**config.mk**
```make
export PLATFORM = sky130hd
export DESIGN_NAME = biphase_nco_clk
export DESIGN_NICKNAME = d
export VERILOG_FILES = /design/src/rtl/nco_clk_pkg.sv /design/src/rtl/nco_clk_datapath.sv /design/src/rtl/nco_clk_ctrl.sv /design/src/rtl/nco_clk_phase_out.sv /design/src/rtl/biphase_nco_clk.sv
export SDC_FILE = /design/constraint.sdc
export NUM_CORES = 1
export LEC_CHECK = 0
export BUFFER_PORTS_ARGS = -buffer_cell sky130_fd_sc_hd__buf_2
export CORE_MARGIN = 4
export CORE_UTILIZATION = 30
export DETAILED_ROUTE_END_ITERATION = 6
export SYNTH_ARGS = -nofsm -noshare
export SYNTH_HDL_FRONTEND = slang
export SYNTH_HIERARCHICAL = 1
export SYNTH_SLANG_ARGS = --single-unit
```
**constraint.sdc**
```tcl
create_clock -name clk -period 3.5 [get_ports clk]
set_input_delay 0.175 -clock clk [delete_from_list [all_inputs] [get_ports clk]]
set_output_delay 0.175 -clock clk [all_outputs]
set_load 0.01 [all_outputs]
```
**src/rtl/nco_clk_pkg.sv**
```systemverilog
package nco_clk_pkg;

  // Strobes the control issues to the datapath each cycle.
  typedef struct packed {
    logic loadInc;   // capture the dithered increment
    logic stepLfsr;  // advance the dither generator
  } dpStrobe_t;

endpackage

```
**src/rtl/nco_clk_datapath.sv**
```systemverilog
module nco_clk_datapath
  import nco_clk_pkg::*;
#(
  parameter int ACC_W    = 24,
  parameter int LFSR_W   = 16,
  parameter int DITHER_W = 2,
  parameter logic [LFSR_W-1:0] LFSR_TAPS = 16'hB400,
  parameter logic [LFSR_W-1:0] LFSR_SEED = 16'hACE1
) (
  input  logic             clk,
  input  logic             rst,
  input  logic [ACC_W-1:0] incIn,
  input  dpStrobe_t        strb,
  output logic             carryOut,
  output logic             incZero
);

  localparam logic [ACC_W-1:0] INC_MAX = {ACC_W{1'b1}};
  localparam int PAD_W = ACC_W + 1 - DITHER_W;

  logic [ACC_W-1:0]  accQ;
  logic [ACC_W-1:0]  incQ;
  logic [LFSR_W-1:0] lfsrQ;
  logic [ACC_W:0]    accSum;
  logic [ACC_W:0]    dithSum;
  logic [ACC_W-1:0]  incNext;
  logic              lfsrFb;

  always_comb begin
    accSum  = {1'b0, accQ} + {1'b0, incQ};
    dithSum = {1'b0, incIn} + {{PAD_W{1'b0}}, lfsrQ[DITHER_W-1:0]};
    if (incIn == '0)
      incNext = '0;
    else if (dithSum[ACC_W])
      incNext = INC_MAX;
    else
      incNext = dithSum[ACC_W-1:0];
    lfsrFb = ^(lfsrQ & LFSR_TAPS);
  end

  assign carryOut = accSum[ACC_W];
  assign incZero  = (incQ == '0);

  always_ff @(posedge clk) begin
    if (rst) begin
      accQ  <= '0;
      incQ  <= '0;
      lfsrQ <= LFSR_SEED;
    end else begin
      accQ <= accSum[ACC_W-1:0];
      if (strb.loadInc)
        incQ <= incNext;
      if (strb.stepLfsr)
        lfsrQ <= {lfsrQ[LFSR_W-2:0], lfsrFb};
    end
  end

endmodule

```
**src/rtl/nco_clk_ctrl.sv**
```systemverilog
module nco_clk_ctrl
  import nco_clk_pkg::*;
#(
  parameter int DIV_STAGES = 2
) (
  input  logic      clk,
  input  logic      rst,
  input  logic      carry,
  input  logic      incZero,
  output dpStrobe_t strb,
  output logic      refLevel
);

  logic [DIV_STAGES-1:0] stageQ;
  logic [DIV_STAGES-1:0] stageTgl;

  always_comb begin
    strb.loadInc  = carry | incZero;
    strb.stepLfsr = carry;
  end

  for (genvar g = 0; g < DIV_STAGES; g++) begin : gDiv
    if (g == 0) begin : gFirst
      assign stageTgl[g] = carry;
    end else begin : gNext
      assign stageTgl[g] = stageTgl[g-1] & stageQ[g-1];
    end

    always_ff @(posedge clk) begin
      if (rst)
        stageQ[g] <= 1'b0;
      else if (stageTgl[g])
        stageQ[g] <= ~stageQ[g];
    end
  end

  assign refLevel = stageQ[DIV_STAGES-1];

endmodule

```
**src/rtl/nco_clk_phase_out.sv**
```systemverilog
module nco_clk_phase_out #(
  parameter int DEAD_W = 4
) (
  input  logic              clk,
  input  logic              rst,
  input  logic              refLevel,
  input  logic [DEAD_W-1:0] deadCnt,
  output logic              phaseA,
  output logic              phaseB
);

  logic [DEAD_W-1:0] gapQ;
  logic              aQ;
  logic              bQ;

  always_ff @(posedge clk) begin
    if (rst) begin
      aQ   <= 1'b0;
      bQ   <= 1'b0;
      gapQ <= '0;
    end else if (aQ && !refLevel) begin
      aQ <= 1'b0;
      if (deadCnt == '0) bQ <= 1'b1;
      else               gapQ <= deadCnt - 1'b1;
    end else if (bQ && refLevel) begin
      bQ <= 1'b0;
      if (deadCnt == '0) aQ <= 1'b1;
      else               gapQ <= deadCnt - 1'b1;
    end else if (!aQ && !bQ) begin
      if (gapQ != '0) begin
        gapQ <= gapQ - 1'b1;
      end else begin
        aQ <= refLevel;
        bQ <= ~refLevel;
      end
    end
  end

  assign phaseA = aQ;
  assign phaseB = bQ;

endmodule

```
**src/rtl/biphase_nco_clk.sv**
```systemverilog
module biphase_nco_clk
  import nco_clk_pkg::*;
#(
  parameter int ACC_W      = 24,
  parameter int DEAD_W     = 4,
  parameter int DIV_STAGES = 2
) (
  input  logic              clk,
  input  logic              rst,
  input  logic [ACC_W-1:0]  incIn,
  input  logic [DEAD_W-1:0] deadCnt,
  output logic              phaseA,
  output logic              phaseB
);

  dpStrobe_t strb;
  logic      wrapPulse;
  logic      incZero;
  logic      refLevel;

  nco_clk_datapath #(.ACC_W(ACC_W)) dpInst (
    .clk(clk), .rst(rst), .incIn(incIn), .strb(strb),
    .carryOut(wrapPulse), .incZero(incZero)
  );

  nco_clk_ctrl #(.DIV_STAGES(DIV_STAGES)) ctrlInst (
    .clk(clk), .rst(rst), .carry(wrapPulse), .incZero(incZero),
    .strb(strb), .refLevel(refLevel)
  );

  nco_clk_phase_out #(.DEAD_W(DEAD_W)) outInst (
    .clk(clk), .rst(rst), .refLevel(refLevel), .deadCnt(deadCnt),
    .phaseA(phaseA), .phaseB(phaseB)
  );

endmodule

```
==> impl_metrics.json <==
{
  "slowest_delay_ps": 400,
  "path_cells": "ha_1, fa_1, a21oi_1, o22ai_2, nor2_1, o311ai_1, o22ai_1, o21ai_1, a21o_1, or2_1, buf_4, a21oi_1, o21ai_0, a31oi_1",
  "fin_skew_ps": 8.05,
  "async_flop_share_pct": 0,
  "ir_worst_vdd_v": 0.000351,
  "num-nets-final": 609,
  "finalPower_mw": 3.78,
  "critPathSlowestCell": "fa_1",
  "gp_congestion": 0.825,
  "num_rows": 43,
  "p_clk_share_pct": 25.5,
  "outcome": "complete, no violations",
  "wl_met1_mm": 4.95,
  "yosysUniqueCellTypes": 65,
  "ys_top_cells_by_count": "nor2_1 (84), dfxtp_1 (72), a21oi_1 (34), nand2_1 (34), ha_1 (28)",
  "hold_viol": 0,
  "synth.largest_area_cell": "dfxtp_1",
  "power_density_mw_per_mm2": 750,
  "grt_pass1_vias": 3543,
  "period_share_pct": 91.2,
  "grt_usage_pct": 12.6,
  "grt_pass1_wl_mm": 17.0,
  "cp.required_ps": 3750,
  "drc": 0,
  "worstMarginPinSlew_ps": 921,
  "antenna_found_initial": 0,
  "fin_ws_ps": 307,
  "cts.sinks": 72,
  "crit_top_cell": "a21oi_1",
  "crit_type": "reg -> reg",
  "postCtsSetupBuffers": 0,
  "dr_wl_met2_mm": 4.69,
  "ios": 32,
  "syn_nets": 580,
  "synth_area_per_cell_sq_um": 8.46,
  "first_pass_iters": 5,
  "fillers": 1469,
  "finalCriticalPeriod_ps": 3190,
  "post-synth-top-count-cell": "nor2_1",
  "switching_power_mw": 1.46,
  "drt_iter0_drc": 172,
  "dr_total_vias": 3745,
  "fmax_ghz": 0.313,
  "ys_warn_count": 6,
  "seq_power_share_pct": 33.0,
  "drtAntennaViolNets": 0,
  "grt_max_degree": 46,
  "critPathLaunchType": "flip-flop",
  "fin_util_pct": 35.8,
  "yosysTopAreaCellShare_pct": 32.8,
  "cts_buffers": 9,
  "fp.dieArea_sq_mm": 0.0167,
  "path_max_fanout": 17,
  "diodes": 0,
  "clock_latency_ps": 340,
  "finalSetupViolCount": 0,
  "relSlewSlack_pct": 38.6,
  "die_w_um": 129,
  "cap_violations": 0,
  "clock_path_buffers": 2,
  "tns_ps": 0,
  "die_h_um": 129,
  "rsz0062_at_grt": "false",
  "worst_setup_path_end_kind": "flip-flop",
  "ys.flop_type": "dfxtp_1",
  "syn_area_sq_mm": 0.00440,
  "p_int_mw": 2.32,
  "multi_input_area_sq_mm": 0.00283,
  "cts_max_level": 3,
  "cts_resized": 0,
  "via_per_inst": 5.10,
  "core_sq_mm": 0.0141,
  "hp-class": "in -> reg",
  "cts_tree": "built",
  "place_ws_ps": 332,
  "root_buffer": "clkbuf_16",
  "totalWireLength_mm": 10.1,
  "top_layer": "met4",
  "p_leak_nw": 2.02,
  "seqCellArea_sq_mm": 0.00144,
  "grt_overflow": 0,
  "hpwlAfterDp_mm": 7.73,
  "clk_pin_slew_ps": 60,
  "wl_met3_um": 358,
  "power.share.switching_pct": 38.6,
  "drive_gt1_share_pct": 14.6,
  "synth_edf_count": 0,
  "slew_viol_final": 0,
  "postCtsHoldBufs": 0,
  "worstHoldPathCells": 3,
  "final_cells": 734,
  "arrival_ps": 3450,
  "reg2regPathDepth": 14,
  "area_growth_pct": 14.8,
  "postSynthCellCount": 520,
  "pwr-share-comb_pct": 41.6,
  "io_buffer_count": 31,
  "synthTopCellsByArea": "dfxtp_1 (33%), ha_1 (8.0%), nor2_1 (7.2%), xnor2_1 (4.2%), a21oi_1 (3.9%)",
  "synth-seq-cells": 72,
  "wl_per_cell_um": 13.8,
  "dpl.cell_count": 718,
  "ys_seq_area_share_pct": 32.8,
  "initial_core_util_pct": 31.2
}
## metrics by stage
stage                     hold slack, ps  area [sq um]
after floorplan                      237          4400
after CTS                            153          5050
after global routing                 191          5050
after global placement               439          4730
final                                166          5050
after detailed placement             444          4730
## logic make-up (layout without fill, tap and decap cells)
group,count (synthesis),in the layout,share of synthesized area (%)
xor+xnor,40,40,7.97
mux,15,15,3.76
simple gates,216,216,24.6
compound gates,117,117,19.0
buf+inv,30,64,2.93
fa+ha+maj,30,30,8.88
flops,72,72,32.8
## placed cells by master (no fill, tap or decap), types with 6 or more instances in the layout
cell / netlist / layout
mux2i_1: 9 / 9
a21o_1: 10 / 10
ha_1: 28 / 28
a211o_1: 7 / 7
a21oi_1: 34 / 34
xor2_1: 19 / 19
and3_1: 6 / 6
o21ai_0: 19 / 19
inv_1: 11 / 11
nand2_1: 34 / 34
nand3_1: 18 / 18
nor4_1: 14 / 14
xnor2_1: 21 / 21
nor2_1: 84 / 84
buf_4: 2 / 6
nor3_1: 7 / 7
a211oi_1: 6 / 6
nand4_1: 10 / 10
dfxtp_1: 72 / 72
nor2b_1: 16 / 16
clkbuf_16: 0 / 9
buf_2: 1 / 31
a311oi_2: 8 / 8
## power by group through the flow
stage                     combinational (mW)  sequential, mW  clock, mW
final                                   1.57            1.25      0.964
after global routing                    1.78            1.28       1.03
after CTS                               1.57            1.25      0.993
after detailed placement                1.56            1.26          0
after global placement                  1.53            1.26          0
after floorplan                         1.27            1.19          0
## metal layers
metal  GRT usage [%]  vias to the layer above
met2            19.9                       68
met4            4.08                        0
li1                -                     1927
met5               0                        -
met3            2.76                       13
met1            17.1                     1737
## path summary, 6_finish.rpt
check	from	endpoint	slack (ps)
worst max-delay path	dpInst/incQ[0]	dpInst/incQ[13]	310
worst max register to register	dpInst/incQ[0]	dpInst/incQ[13]	310
worst min register to register	dpInst/lfsrQ[6]	dpInst/lfsrQ[7]	450
worst min-delay path	deadCnt[0]	outInst/gapQ[0]	170
## cell type report
| type | instances | area share [%] |
|---|---|---|
| Multi-Input combinational cell | 418 | 56.0 |
| Clock inverter | 6 | 1.46 |
| Sequential cell | 72 | 28.6 |
| Tap cell | 180 | 4.46 |
| Clock buffer | 10 | 4.73 |
| Timing Repair Buffer | 37 | 3.97 |
| Inverter | 11 | 0.818 |
## sequential cells by signal, summed over array words and instances, names as in the netlist
name / count
outInst/phaseA: 1
ctrlInst/refLevel: 1
outInst/phaseB: 1
dpInst/lfsrQ: 16
ctrlInst/stageQ: 1
outInst/gapQ: 4
dpInst/incQ: 24
dpInst/accQ: 24
## worst max-delay path: cells and delay by family, from the launching register on
family,cells,cell delay (ps)
AOI/OAI and AO/OA,9,1540
adders and majority gates,2,610
and+or+nand+nor,2,410
DFF,1,330
buffers and inverters,1,210
(Power assumes the default switching activity.)
